`config.mk`:
```
export PLATFORM = sky130hd
export DESIGN_NAME = stby_ctrl
export DESIGN_NICKNAME = d
export VERILOG_FILES = /design/src/rtl/stby_pkg.sv /design/src/rtl/stby_bus_dec.sv /design/src/rtl/stby_cfg_reg.sv /design/src/rtl/stby_seq.sv /design/src/rtl/stby_pulse.sv /design/src/rtl/stby_ctrl.sv
export SDC_FILE = /design/constraint.sdc
export NUM_CORES = 1
export LEC_CHECK = 0
export BUFFER_PORTS_ARGS = -buffer_cell sky130_fd_sc_hd__buf_4
export CELL_PAD_IN_SITES_DETAIL_PLACEMENT = 1
export CELL_PAD_IN_SITES_GLOBAL_PLACEMENT = 1
export CORE_MARGIN = 4
export CORE_UTILIZATION = 26
export DETAILED_ROUTE_END_ITERATION = 8
export PLACE_DENSITY_LB_ADDON = 0.12
export SETUP_SLACK_MARGIN = 0.5
export SYNTH_ARGS = -nofsm -noshare
export SYNTH_HDL_FRONTEND = slang
export SYNTH_SLANG_ARGS = --single-unit
```
`constraint.sdc`:
```
create_clock -name clk -period 1.38 [get_ports clk]
set_input_delay 0.138 -clock clk [delete_from_list [all_inputs] [get_ports clk]]
set_output_delay 0.138 -clock clk [all_outputs]
set_load 0.05 [all_outputs]
```
`src/rtl/stby_pkg.sv`:
```
package stby_pkg;
  typedef enum logic [1:0] {
    MODE_NONE  = 2'd0,
    MODE_SLEEP = 2'd1,
    MODE_STOP  = 2'd2
  } stby_mode_e;

  localparam int NUM_MODES   = 2;
  localparam int SLEEP_BIT   = 0;
  localparam int STOP_BIT    = 1;
  localparam int SYNC_EN_BIT = 0;
endpackage

```
`src/rtl/stby_bus_dec.sv`:
```
module stby_bus_dec #(
  parameter int ADDR_W    = 4,
  parameter int CTRL_ADDR = 0,
  parameter int CFG_ADDR  = 1
) (
  input  logic              bus_sel,
  input  logic              bus_wr,
  input  logic              bus_rd,
  input  logic [ADDR_W-1:0] bus_addr,
  output logic              ctrl_wr,
  output logic              ctrl_rd,
  output logic              cfg_wr,
  output logic              cfg_rd
);
  localparam logic [ADDR_W-1:0] CTRL_A = ADDR_W'(CTRL_ADDR);
  localparam logic [ADDR_W-1:0] CFG_A  = ADDR_W'(CFG_ADDR);

  logic hit_ctrl, hit_cfg, wr_q, rd_q;

  always_comb begin
    hit_ctrl = bus_sel && (bus_addr == CTRL_A);
    hit_cfg  = bus_sel && (bus_addr == CFG_A);
    wr_q     = bus_wr;
    rd_q     = bus_rd && !bus_wr;
    ctrl_wr  = hit_ctrl && wr_q;
    ctrl_rd  = hit_ctrl && rd_q;
    cfg_wr   = hit_cfg && wr_q;
    cfg_rd   = hit_cfg && rd_q;
  end
endmodule

```
`src/rtl/stby_cfg_reg.sv`:
```
module stby_cfg_reg (
  input  logic clk,
  input  logic rst_n,
  input  logic cfg_wr,
  input  logic wr_bit,
  output logic sync_en
);
  logic en_d, en_ce, en_q;

  always_comb begin
    en_ce = cfg_wr;
    en_d  = wr_bit;
  end

  always_ff @(posedge clk or negedge rst_n) begin
    if (!rst_n)     en_q <= 1'b0;
    else if (en_ce) en_q <= en_d;
  end

  assign sync_en = en_q;
endmodule

```
`src/rtl/stby_seq.sv`:
```
module stby_seq
  import stby_pkg::*;
(
  input  logic       clk,
  input  logic       rst_n,
  input  logic       ctrl_wr,
  input  logic       ctrl_rd,
  input  logic       req_sleep,
  input  logic       req_stop,
  input  logic       sync_en,
  input  logic       wakeup,
  output stby_mode_e armed,
  output logic       fire,
  output stby_mode_e fire_mode
);
  stby_mode_e armed_q, armed_d, req_mode;
  logic       armed_ce;

  always_comb begin
    if (req_stop)       req_mode = MODE_STOP;
    else if (req_sleep) req_mode = MODE_SLEEP;
    else                req_mode = MODE_NONE;
  end

  always_comb begin
    armed_d   = armed_q;
    fire      = 1'b0;
    fire_mode = MODE_NONE;
    if (wakeup) begin
      armed_d = MODE_NONE;
    end else if (ctrl_wr) begin
      if (req_mode != MODE_NONE) begin
        if (sync_en) begin
          armed_d = req_mode;
        end else begin
          fire      = 1'b1;
          fire_mode = req_mode;
          armed_d   = MODE_NONE;
        end
      end else if (!sync_en && armed_q != MODE_NONE) begin
        fire      = 1'b1;
        fire_mode = armed_q;
        armed_d   = MODE_NONE;
      end
    end else if (ctrl_rd && armed_q != MODE_NONE) begin
      fire      = 1'b1;
      fire_mode = armed_q;
      armed_d   = MODE_NONE;
    end
    armed_ce = (armed_d != armed_q);
  end

  always_ff @(posedge clk or negedge rst_n) begin
    if (!rst_n)        armed_q <= MODE_NONE;
    else if (armed_ce) armed_q <= armed_d;
  end

  assign armed = armed_q;

  AST_WAKE_CLEARS: assert property (@(posedge clk) disable iff (!rst_n)
    wakeup |=> armed_q == MODE_NONE);
  AST_ARMED_LEGAL: assert property (@(posedge clk) disable iff (!rst_n)
    armed_q != 2'd3);
  AST_NORMAL_WR_NO_ARM: assert property (@(posedge clk) disable iff (!rst_n)
    ctrl_wr && !sync_en |=> armed_q == MODE_NONE);
endmodule

```
`src/rtl/stby_pulse.sv`:
```
module stby_pulse
  import stby_pkg::*;
(
  input  logic                 clk,
  input  logic                 rst_n,
  input  logic                 fire,
  input  stby_mode_e           fire_mode,
  output logic [NUM_MODES-1:0] pulse
);
  logic [NUM_MODES-1:0] pulse_d, pulse_q;

  for (genvar g = 0; g < NUM_MODES; g++) begin : g_mode
    always_comb pulse_d[g] = fire && (fire_mode == stby_mode_e'(g + 1));

    always_ff @(posedge clk or negedge rst_n) begin
      if (!rst_n) pulse_q[g] <= 1'b0;
      else        pulse_q[g] <= pulse_d[g];
    end
  end

  assign pulse = pulse_q;

  AST_PULSE_EXCL: assert property (@(posedge clk) disable iff (!rst_n)
    $onehot0(pulse_q));
  AST_PULSE_ONE_CYCLE: assert property (@(posedge clk) disable iff (!rst_n)
    (|pulse_q) && !fire |=> pulse_q == '0);
endmodule

```
`src/rtl/stby_ctrl.sv`:
```
module stby_ctrl
  import stby_pkg::*;
#(
  parameter int ADDR_W    = 4,
  parameter int DATA_W    = 8,
  parameter int CTRL_ADDR = 0,
  parameter int CFG_ADDR  = 1
) (
  input  logic              clk,
  input  logic              rst_n,
  input  logic              bus_sel,
  input  logic              bus_wr,
  input  logic              bus_rd,
  input  logic [ADDR_W-1:0] bus_addr,
  input  logic [DATA_W-1:0] bus_wdata,
  output logic [DATA_W-1:0] bus_rdata,
  input  logic              wakeup_i,
  output logic              sleep_req_o,
  output logic              stop_req_o
);
  logic                 ctrl_wr, ctrl_rd, cfg_wr, cfg_rd;
  logic                 sync_en, fire;
  stby_mode_e           armed, fire_mode;
  logic [NUM_MODES-1:0] pulse;

  stby_bus_dec #(
    .ADDR_W(ADDR_W), .CTRL_ADDR(CTRL_ADDR), .CFG_ADDR(CFG_ADDR)
  ) u_dec (
    .bus_sel(bus_sel), .bus_wr(bus_wr), .bus_rd(bus_rd), .bus_addr(bus_addr),
    .ctrl_wr(ctrl_wr), .ctrl_rd(ctrl_rd), .cfg_wr(cfg_wr), .cfg_rd(cfg_rd)
  );

  stby_cfg_reg u_cfg (
    .clk(clk), .rst_n(rst_n), .cfg_wr(cfg_wr),
    .wr_bit(bus_wdata[SYNC_EN_BIT]), .sync_en(sync_en)
  );

  stby_seq u_seq (
    .clk(clk), .rst_n(rst_n), .ctrl_wr(ctrl_wr), .ctrl_rd(ctrl_rd),
    .req_sleep(bus_wdata[SLEEP_BIT]), .req_stop(bus_wdata[STOP_BIT]),
    .sync_en(sync_en), .wakeup(wakeup_i),
    .armed(armed), .fire(fire), .fire_mode(fire_mode)
  );

  stby_pulse u_pulse (
    .clk(clk), .rst_n(rst_n), .fire(fire), .fire_mode(fire_mode), .pulse(pulse)
  );

  always_comb begin
    bus_rdata = '0;
    if (ctrl_rd) begin
      bus_rdata[SLEEP_BIT] = (armed == MODE_SLEEP);
      bus_rdata[STOP_BIT]  = (armed == MODE_STOP);
    end else if (cfg_rd) begin
      bus_rdata[SYNC_EN_BIT] = sync_en;
    end
  end

  assign sleep_req_o = pulse[0];
  assign stop_req_o  = pulse[1];

  AST_WAKE_NO_PULSE: assert property (@(posedge clk) disable iff (!rst_n)
    wakeup_i |=> !sleep_req_o && !stop_req_o);
  AST_SYNC_WR_NO_PULSE: assert property (@(posedge clk) disable iff (!rst_n)
    ctrl_wr && sync_en |=> !sleep_req_o && !stop_req_o);
  AST_IDLE_RD_NO_PULSE: assert property (@(posedge clk) disable iff (!rst_n)
    ctrl_rd && bus_rdata == '0 |=> !sleep_req_o && !stop_req_o);
  AST_STOP_PRIO: assert property (@(posedge clk) disable iff (!rst_n)
    ctrl_wr && !sync_en && !wakeup_i && bus_wdata[STOP_BIT] |=> stop_req_o);
  AST_RD_COMMIT: assert property (@(posedge clk) disable iff (!rst_n)
    ctrl_rd && !wakeup_i && bus_rdata[STOP_BIT] |=> stop_req_o);
endmodule

```
# --- Word-level counts from Yosys, hierarchy flattened ---
# Index checks and enable logic that the tools add are counted.
totals:
  regBits: 5
  latchBits: 0
  ramBits: 0
  rom_bits: 0
  inputBits: 18
  output_inout_bits: 10
  n_memories: 0
classes:
  add_sub_neg: 0
  multipliers: 0
  div: 0
  n_lt_le_gt_ge: 0
  n_eq_ne: 6
  shifts: 0
  mux: 23
  bitwise_logic: 0
  n_reduce_logical: 16
op_table:
  columns: ["op", "n"]
  rows:
  - ["2-bit 2-to-1 mux", 13]
  - ["1-bit logical AND", 11]
  - ["1-bit 2-to-1 mux", 10]
  - ["2-bit by 1-bit equality test with 1-bit output (second input constant)", 2]
  - ["2-bit equality test (second input constant)", 2]
  - ["4-bit by 1-bit equality test with 1-bit output (second input constant)", 1]
  - ["4-bit zero test", 1]
  - ["2-bit nonzero test", 2]
  - ["1-bit zero test", 2]
  - ["2-bit != test", 1]

# --- Logic depth before layout (Yosys ltp) ---
# Gate-level depths: netlist (run 1).
logic_depth:
  depth_word: 9
  depth_mapped: 3

# --- Modules after synthesis ---
# From an unflattened synthesis (run 1), not the netlist that was laid out.
unflattened:
  cells_unflattened: 49
  hier_area_um2: 429.2
by_module_without_submodules:
  columns: ["module", "instances", "cells_per_inst", "area_per_inst_um2", "seq_area_each_um2"]
  rows:
  - ["stby_seq", 1, 24, 180.2, 50.0]
  - ["stby_ctrl", 1, 12, 72.6, 0.0]
  - ["stby_bus_dec", 1, 7, 68.8, 0.0]
  - ["stby_pulse", 1, 4, 67.6, 50.0]
  - ["stby_cfg_reg", 1, 2, 40.0, 25.0]

# --- Least setup slack after synthesis (run 1) ---
# Ideal clock, no wire load.
synth_timing:
  path_kind: "in2out"
  from: "input port bus_addr[1]"
  to: "output port bus_rdata[1]"
  arrival_time_ps: 2416
  path_slack_ps: -1174
  cell_stages: 3
  path_buffers: 0
  path_cell_list: "or4b_4 nor2_1 nor4b_1"
synth_via:
  elab_chain_cells: 4
synth_lines:
  columns: ["item", "line_no", "text"]
  rows:
  - ["start, declared", "stby_ctrl.sv:14", "input logic [ADDR_W-1:0] bus_addr,"]
  - ["4-bit zero test", "stby_bus_dec.sv:21", "hit_ctrl = bus_sel && (bus_addr == CTRL_A);"]
  - ["1-bit logical AND", "stby_bus_dec.sv:21", null]
  - ["1-bit logical AND", "stby_bus_dec.sv:26", "ctrl_rd = hit_ctrl && rd_q;"]
  - ["1-bit 2-to-1 mux", "stby_ctrl.sv:51", "if (ctrl_rd) begin"]
  - ["end, declared", "stby_ctrl.sv:16", "output logic [DATA_W-1:0] bus_rdata,"]
# No other way between the ends.

# --- Final worst setup path (run 1) ---
layout_timing:
  from: "input port bus_addr[3]"
  to: "output port bus_rdata[0]"
layout_via:
  elab_chain_cells: 5
layout_lines:
  columns: ["item", "line_no", "text"]
  rows:
  - ["4-bit by 1-bit equality test with 1-bit output", "stby_bus_dec.sv:22", "hit_cfg = bus_sel && (bus_addr == CFG_A);"]
  - ["1-bit logical AND", "stby_bus_dec.sv:22", null]
  - ["1-bit logical AND", "stby_bus_dec.sv:28", "cfg_rd = hit_cfg && rd_q;"]
  - ["1-bit 2-to-1 mux", "stby_ctrl.sv:54", "end else if (cfg_rd) begin"]
  - ["1-bit 2-to-1 mux (*)", "stby_ctrl.sv:51", null]
# Mark *: on every way between the ends. The rest lies on a longest branch, timed or not.

==> results.md, run 1 <==
- Post-synth EDFFs: 0
- Vias: 459
- Final WL: 1290 µm
- Fmax: 693 MHz
- Register bit total from synthesis: 5
- Initial antenna violation count: 0
- Cell count after synthesis: 45
- Unrepaired setup endpoints after global routing: true
- Final worst path period share: 1.05
- Cell internal pwr: 0.346 mW
- Net load switching power: 0.159 mW
- I/O Buffers: 15
- Worst setup endpoint: bus_rdata[0]
- First drt pass iteration count: 4
- Top cell by count, worst path: buf_6
- Largest net degree at the start of global routing: 8
- Clock slew seen by the registers of the worst setup and hold paths: 40 ps
- Post-Synth XOR/XNOR Area: 0
- Synth Flop Type: dfrtp_1
- Yosys warns: 0
- Status: finished, violations left
- Mapped Avg Cell Area: 8.76 µm²
- Layout cell share with drive strength beyond 1: 0.566
- Count of max-cap constraint violations: 0
- Worst skew pair latency: 240 ps
- Slowest Stage Delay on Critical Path: 570 ps
- Worst Hold Class: in -> reg
- DRC Markers: 0
- Setup Viol. Count Final: 2
- Wirelength per Cell: 14.2 µm
- WS Path Type: in -> out
- Top Family by Delay on Critical Path: simple AND/OR/NAND/NOR gates
- Area post-placement: 582 µm²
- Reg2reg end: u_pulse.pulse[1]
- CTS root buffer: clkbuf_4
- Cell Area, Synth: 394 µm²
- Nets: 95
- Bufs and invs on worst path: 3
- Vias/cell: 5.04
- Crit end category: output pin
- Clock group share of total power: 0.330
- # diodes: 0
- Critical Path AT: 1300 ps
- Iter 0 DRT Violations: 6
- Most frequent cell after synthesis: buf_4
- Post-synth ARST share: 1.00
- Failing checks: setup timing
- Switching Fraction: 0.314
- Post-synthesis adder-cell area fraction: 0
- Global-route usage over all layers: 0.142
- Leakage power: 0.354 nW
- PD cells: 666 nW/µm²
- Seq/Total Area, Yosys: 0.317
- Top cells by area, synth: dfrtp_1, buf_4, o21ai_0
- Rows: 13
- Global-route wire length before repair: 2100 µm
- Gp weighted congestion: 0.754
- Comb pwr share: 0.350
- CTS Buffer Depth: 2
- Crit Path Max Fanout: 4
- CTS tree: yes
- Final slew viol count: 0
- Library cells used by synthesis: 24
- Synth top cells by count: buf_4, dfrtp_1, inv_1
- # IOs: 28
- Share of power burned in registers: 0.320
- WP data required: 1240 ps
- Start of the worst register-to-register path: u_cfg.sync_en
- Die span in y: 46.9 µm
- Post-DP HPWL: 1040 µm
- CP cell instances: buf_6 -> or4b_4 -> buf_4 -> nor3_4 -> buf_6
- Post-route cell area: 758 µm²
- Die extent in x: 46.9 µm
- Post-synthesis simple-gate area fraction: 0.251
- Final Hold Viols: 0
- Die area: 2200 µm²
- Worst IR Drop VDD: 0.000427 V
- Largest family of logic cells by synthesized area: simple AND/OR/NAND/NOR gates
- CTS Buf Count: 3
- Reg-to-reg setup timing slack: 220 ps
- Initial core utilization: 0.288
- Area Overhead vs Synth: 92.4%
- Non-filler cells in the finished layout: 91
- Worst Skew: 0.432 ps
- ANT nets after route: 0
- Reg2Reg Depth: 3
- Period minus WS final: 1440 ps
- Crit path depth: 5
- Slowest CP cell: or4b_4
- Area share of the largest cell type after synthesis: 0.317
- Placed Cells: 80
- Vias in the first global route: 467
- Post-synthesis mux area share: 0.0286
- Setup WS post-layout: -62.1 ps
- DP Worst Slack: -128 ps
- Sinks on Clock Net: 5
- Gr ovfl total: 0
- H-tree levels: 1
- Critical path startpoint: bus_addr[3]
- Core Area: 1370 µm²
- Overall power: 0.505 mW
- Dominant cell type by area after synthesis: dfrtp_1
- Nature of the critical path startpoint: input pin
- Synth Area in Compound Gates: 0.232
==> flip-flops by register name (all words and copies together), names as in the netlist <==
name           count
u_cfg.sync_en      1
u_seq.armed        2
u_pulse.pulse      2
==> worst register-to-register path, delay by kind of cell, from the launching register on <==
| family | cells | cell delay (ps) |
|---|---|---|
| AO/OA/AOI/OAI | 2 | 470 |
| flip-flops | 1 | 420 |
| AND/OR/NAND/NOR | 1 | 160 |
==> timing repair <==
item,CTS,global route
hold buffers,1,0
setup buffers,4,2
hold endpoints to repair,5,0
pin swaps,6,5
resized for setup,15,7
endpoints found under the setup margin,9,9
==> final cells by class <==
type / count / area, µm²
Multi-Input combinational cell: 34 / 322
Sequential cell: 5 / 126
Timing Repair Buffer: 28 / 246
Clock buffer: 4 / 26.3
Tap cell: 15 / 18.8
Fill cell: 164 / 608
Inverter: 5 / 18.8
==> logic make-up after synthesis <==
group | Yosys count
AOI/OAI and AO/OA | 12
buffers and inverters | 11
DFF | 5
muxes | 1
other | 1
and+or+nand+nor | 15
==> power by group through the flow <==
stage               sequential [mW]  combinational, mW  clock (mW)
CTS                           0.161              0.165       0.176
floorplan                     0.161             0.0835           0
detailed placement            0.163              0.128           0
global placement              0.163              0.125           0
global route                  0.162              0.188       0.182
finish                        0.161              0.177       0.167
==> per-stage QoR <==
step,TNS [ps],util,hold WS [ps]
after detailed placement,-376,0.426,-56.3
after global placement,-432,0.426,-60.7
after global routing,-215,0.555,166
after floorplan,-268,-,-158
after CTS,-152,0.521,172
final,-116,0.555,179
==> layout by cell type, fill, tap and decap left out, types with 2 or more instances in the layout <==
| cell | n |
|---|---|
| buf_4 | 18 |
| buf_6 | 9 |
| conb_1 | 6 |
| inv_1 | 5 |
| dfrtp_1 | 4 |
| nor2_1 | 3 |
| clkbuf_4 | 3 |
| o21ai_0 | 2 |
| nor4b_4 | 2 |
==> per-layer routing <==
metal  GRT usage  vias up  routed length [µm]  part of all wire
li1            -      217                   -                 -
met5           0        -                   0                 0
met2       0.244       22                 648              0.50
met1       0.159      218                 526              0.41
met3      0.0460        2                  95             0.074
met4      0.0663        0                  19             0.015
==> how the worst min path moves through the flow <==
stage                 start        endpoint  slack (ps)  depth (start not counted)
2_1_floorplan         rst_n   u_cfg.sync_en        -160                          0
3_3_place_gp          rst_n  u_seq.armed[0]         -60                          1
3_5_place_dp          rst_n  u_seq.armed[0]         -60                          1
4_1_cts        bus_wdata[0]   u_cfg.sync_en         170                          2
5_1_grt        bus_wdata[0]   u_cfg.sync_en         170                          2
6_report       bus_wdata[0]   u_cfg.sync_en         180                          2
Power figures use the tool's default switching activity.
==> run 2, diff against run 1 <==
--- a/config.mk
+++ b/config.mk
@@ -5,11 +5,12 @@
 export SDC_FILE = /design/constraint.sdc
 export NUM_CORES = 1
 export LEC_CHECK = 0
+export ABC_AREA = 1
 export BUFFER_PORTS_ARGS = -buffer_cell sky130_fd_sc_hd__buf_4
 export CELL_PAD_IN_SITES_DETAIL_PLACEMENT = 1
 export CELL_PAD_IN_SITES_GLOBAL_PLACEMENT = 1
 export CORE_MARGIN = 4
-export CORE_UTILIZATION = 26
+export CORE_UTILIZATION = 25
 export DETAILED_ROUTE_END_ITERATION = 8
 export PLACE_DENSITY_LB_ADDON = 0.12
 export SETUP_SLACK_MARGIN = 0.5
==> results.md, run 2 <==
- Status: complete, no violations
- Count of max-cap constraint violations: 0
- Core Area: 1540 µm²
- # IOs: 28
- Sinks on Clock Net: 5
- H-tree levels: 1
- Rows: 14
- Area Overhead vs Synth: 87.3%
- Synth top cells by count: nand3_1, inv_1, nand2_1
- CTS Buf Count: 3
- Global-route wire length before repair: 2110 µm
- Reg2Reg Depth: 5
- Slowest Stage Delay on Critical Path: 450 ps
- Final slew viol count: 0
- Worst Skew: 0.324 ps
- Clock slew seen by the registers of the worst setup and hold paths: 40 ps
- Critical path startpoint: u_seq.armed[0]
- Grt met1 use: 0.125
- Die extent in x: 48.8 µm
- Final Hold Viols: 0
- # diodes: 0
- Area share of the largest cell type after synthesis: 0.301
- M2 GR Usage: 0.196
- Most frequent cells in the layout: buf_4, inv_1, nand2_1
- TNS Setup: 0 ps
- Die area: 2380 µm²
- Worst Hold Class: in -> reg
- Bufs and invs on worst path: 1
- Synth Flop Type: dfrtp_1
- Cell count after synthesis: 64
- Hold path startpoint: wakeup_i
- Mapped Avg Cell Area: 6.49 µm²
- Dominant cell type by area after synthesis: dfrtp_1
- Post-synth EDFFs: 0
- Worst IR Drop VDD: 0.000512 V
- Top cells by area, synth: dfrtp_1, nand3_1, buf_4
- Nets: 113
- Die span in y: 48.8 µm
- Slowest CP cell: dfrtp_2
- Crit path depth: 5
- Most frequent cell after synthesis: nand3_1
- Critical Path AT: 1360 ps
- Fmax: 837 MHz
- Post-DP HPWL: 923 µm
- GRT met3 Usage: 0.0429
- Leakage power: 0.366 nW
- Hold Path Stages: 2
- Initial antenna violation count: 0
- CP cell instances: buf_6 -> or2_4 -> nand3_4 -> nand3_2 -> a21oi_2
- I/O Buffers: 15
- CTS tree: yes
- Area post-placement: 546 µm²
- Yosys warns: 0
- Gp weighted congestion: 0.699
- Post-route cell area: 778 µm²
- WP data required: 1540 ps
- Worst skew pair latency: 240 ps
- Nature of the critical path startpoint: flop
- Seq/Total Area, Yosys: 0.301
- Library cells used by synthesis: 15
- Post-synth ARST share: 1.00
- Crit end category: flop
- Crit Path Max Fanout: 4
- Gr ovfl total: 0
- Final worst path period share: 0.866
- Unrepaired setup endpoints after global routing: true
- First drt pass iteration count: 2
- Layout cell share with drive strength beyond 1: 0.574
- Cell Area, Synth: 415 µm²
- Vias: 503
- Vias/cell: 4.57
- Initial core utilization: 0.269
- Footprint of the multi-input gates: 332 µm²
- ANT nets after route: 0
- Fill count: 192
- Final WL: 1520 µm
- Top Family by Delay on Critical Path: flip-flops
- CTS root buffer: clkbuf_4
- Utilization after layout: 0.505
- Sequential Area: 128 µm²
- Iter 0 DRT Violations: 5
- WS Path Type: reg -> reg
- Leading cell type in the layout, fill and taps excluded: buf_4
- Largest net degree at the start of global routing: 8
- Vias in the first global route: 482
- Register bit total from synthesis: 5
- Wirelength per Cell: 13.8 µm
- PD cells: 617 nW/µm²
- DRC Markers: 0
- GR peak layer: met2
- Start of the worst register-to-register path: u_seq.armed[0]
- Setup Viol. Count Final: 0
- Period minus WS final: 1190 ps
- CTS Buffer Depth: 2
- Global-route usage over all layers: 0.115
-- run 2: cell count changes after synthesis, sizes merged, moves of 2 or more --
cell    previous run  this run
nor2               4        11
a21oi              1         3
o21ai              4         1
nand2              0        12
nand2b             2         0
nor4b              2         0
nand3              1        12
inv                5        10
-- run 2: logic make-up after synthesis --
kind of cell | synth area share
buffers and inverters | 0.199
other | 0.00903
AND/OR/NAND/NOR | 0.428
AO/OA/AOI/OAI | 0.0632
flip-flops | 0.301
-- run 2: path summary, 6_finish.rpt --
kind                             endpoint  slack [ps]
setup reg to reg           u_seq.armed[0]         190
setup / recovery           u_seq.armed[0]         190
min in group asynchronous   u_cfg.sync_en         260
hold / removal             u_seq.armed[1]          70
hold reg to reg            u_seq.armed[0]         720
max in group asynchronous  u_seq.armed[0]        1000
-- run 2: layer usage --
metal,wire (µm),part of all wire
met1,578,0.38
met2,865,0.57
met3,51,0.034
met4,26,0.017
met5,0,0
-- run 2: final cells by class --
cell class              instances  area share
multi-input cells              48       0.426
clock buffers                   4      0.0338
well taps                      16      0.0257
flip-flops and latches          5       0.164
repair buffers                 27       0.302
inverters                      10      0.0482
-- run 2: repair_timing --
item / in CTS / in global routing
pin swaps: 9 / 8
hold buffers: 1 / 0
endpoints found under the setup margin: 8 / 9
endpoints found under the hold margin: 5 / 0
gates cloned: 0 / 0
gates resized for setup: 20 / 9
buffers inserted: 7 / 4
-- run 2: worst reg2reg max path: stages (launching register included) --
cell	delay, ps
dfrtp_2	450
buf_6	140
or2_4	240
nand3_4	70
nand3_2	90
a21oi_2	140
-- run 2: report_power, final --
part | total (mW) | switching, mW | leakage, nW | internal (mW)
combinational | 0.153 | 0.100 | 0.287 | 0.0525
sequential | 0.160 | 0.00511 | 0.0645 | 0.155
clock | 0.167 | 0.0580 | 0.0150 | 0.109
total | 0.480 | 0.164 | 0.366 | 0.316
-- run 2: stage by stage --
stage	setup slack [ps]	cells	hold WS [ps]	power, mW
finish	185	110	69.9	0.480
global placement	139	94	-59.8	0.276
global route	116	110	45.1	0.518
floorplan	322	69	-158	0.248
detailed placement	137	94	-57.6	0.278
CTS	171	106	48.5	0.481
==> run 3, diff against run 2 <==
--- a/config.mk
+++ b/config.mk
@@ -12,7 +12,7 @@
 export CORE_MARGIN = 4
 export CORE_UTILIZATION = 25
 export DETAILED_ROUTE_END_ITERATION = 8
-export PLACE_DENSITY_LB_ADDON = 0.12
+export PLACE_DENSITY = 0.85
 export SETUP_SLACK_MARGIN = 0.5
 export SYNTH_ARGS = -nofsm -noshare
 export SYNTH_HDL_FRONTEND = slang
==> results.md, run 3 (synthesized netlist as in run 2, its figures left out) <==
- Status: complete, no violations
- Net load switching power: 0.177 mW
- Overall power: 0.486 mW
- PD cells: 658 nW/µm²
- Comb pwr share: 0.270
- Period minus WS final: 1230 ps
- WS Path Type: reg -> out
- Worst IR Drop VDD: 0.000334 V
- Post-DP HPWL: 919 µm
- Post-route cell area: 738 µm²
- CTS root buffer: clkbuf_4
- Initial core utilization: 0.269
- WP data required: 1240 ps
- Final WL: 1510 µm
- Vias in the first global route: 555
- Worst skew pair latency: 260 ps
- Fmax: 813 MHz
- Final slew viol count: 0
- Setup Viol. Count Final: 0
- First drt pass iteration count: 2
- Global-route wire length before repair: 2440 µm
- Vias/cell: 4.57
- Leading cell type in the layout, fill and taps excluded: buf_4
- Core Area: 1540 µm²
- Sinks on Clock Net: 5
- Utilization after layout: 0.479
- I/O Buffers: 15
- Worst Skew: 15.8 ps
- Share of power burned in registers: 0.344
- Most frequent cells in the layout: buf_4, inv_1, nand2_1
- Nets: 110
- Gr ovfl total: 0
- Crit Path Max Fanout: 3
- Wirelength per Cell: 14.1 µm
- Worst Hold Class: in -> reg
- DP Worst Slack: 124 ps
- ANT nets after route: 0
- Unrepaired setup endpoints after global routing: true
- Gp weighted congestion: 0.689
- Area post-placement: 546 µm²
- DRC Markers: 0
- Layout cell share with drive strength beyond 1: 0.538
- Rows: 14
- Clock group share of total power: 0.386
- Die area: 2380 µm²
- Fill count: 195
- Largest net degree at the start of global routing: 8
- Die span in y: 48.8 µm
- Leakage power: 0.348 nW
- Die extent in x: 48.8 µm
- Initial antenna violation count: 0
- Setup WS post-layout: 151 ps
- CTS Buf Count: 3
- TNS Setup: 0 ps
- Global-route usage over all layers: 0.132
- CTS tree: yes
- # diodes: 0
- H-tree levels: 1
- Iter 0 DRT Violations: 4
- Nature of the critical path startpoint: flop
- Final worst path period share: 0.891
- Cell internal pwr: 0.309 mW
- Critical Path AT: 1090 ps
- Crit end category: output pin
- # IOs: 28
- Area Overhead vs Synth: 77.7%
- Clock slew seen by the registers of the worst setup and hold paths: 60 ps
- Count of max-cap constraint violations: 0
- Switching Fraction: 0.363
- Final Hold Viols: 0
- CTS Buffer Depth: 2
- Vias: 489
[run 3: final cells by class]
cell class	instances	area, µm²	share of cell area
timing repair buffer	24	210	0.285
sequential	5	129	0.175
inverter	10	37.5	0.0508
multi-input combinational	48	315	0.427
clock buffer	4	26.3	0.0356
tap	16	20.0	0.0271
[run 3: final timing paths]
| kind | startpoint | endpoint | slack, ps | depth (start not counted) |
|---|---|---|---|---|
| worst max-delay path | u_seq.armed[0] | bus_rdata[1] | 150 | 3 |
| worst min-delay path | wakeup_i | u_seq.armed[0] | 50 | 2 |
| worst max register to register | u_seq.armed[0] | u_seq.armed[0] | 170 | 5 |
| worst min register to register | u_cfg.sync_en | u_seq.armed[0] | 650 | 2 |
| max in group asynchronous | rst_n | u_seq.armed[1] | 1020 | 2 |
| min in group asynchronous | rst_n | u_seq.armed[0] | 220 | 2 |
[run 3: critical path, stage by stage, from the launching register on]
cell	delay (ps)
dfrtp_2	460
buf_12	150
nor2_4	70
buf_6	150
[run 3: routing by layer]
layer / vias to the layer above / GRT usage / share of wire
met5: - / 0 / 0
met4: 0 / 0.0628 / 0.013
met3: 2 / 0.0245 / 0.026
met2: 8 / 0.250 / 0.57
met1: 237 / 0.137 / 0.39
li1: 242 / - / -
[run 3: what timing repair did]
action                                  CTS  global route
endpoints found under the setup margin    8             8
buffers inserted                          5             3
gates resized for setup                  15             7
pin swaps                                15             5
hold endpoints to repair                  5             0
hold buffers                              1             0
[run 3: metrics by stage]
stage               std cells  hold WS (ps)
finish                    107          50.4
global route              107          52.9
CTS                       104          50.0
detailed placement         94         -60.0
global placement           94         -60.5
floorplan                  69          -158
[run 3: power groups by stage]
stage,registers (mW),logic (mW),clock network [mW]
floorplan,0.165,0.0828,0
global placement,0.167,0.106,0
detailed placement,0.167,0.109,0
CTS,0.165,0.123,0.173
global route,0.169,0.141,0.200
finish,0.167,0.131,0.187
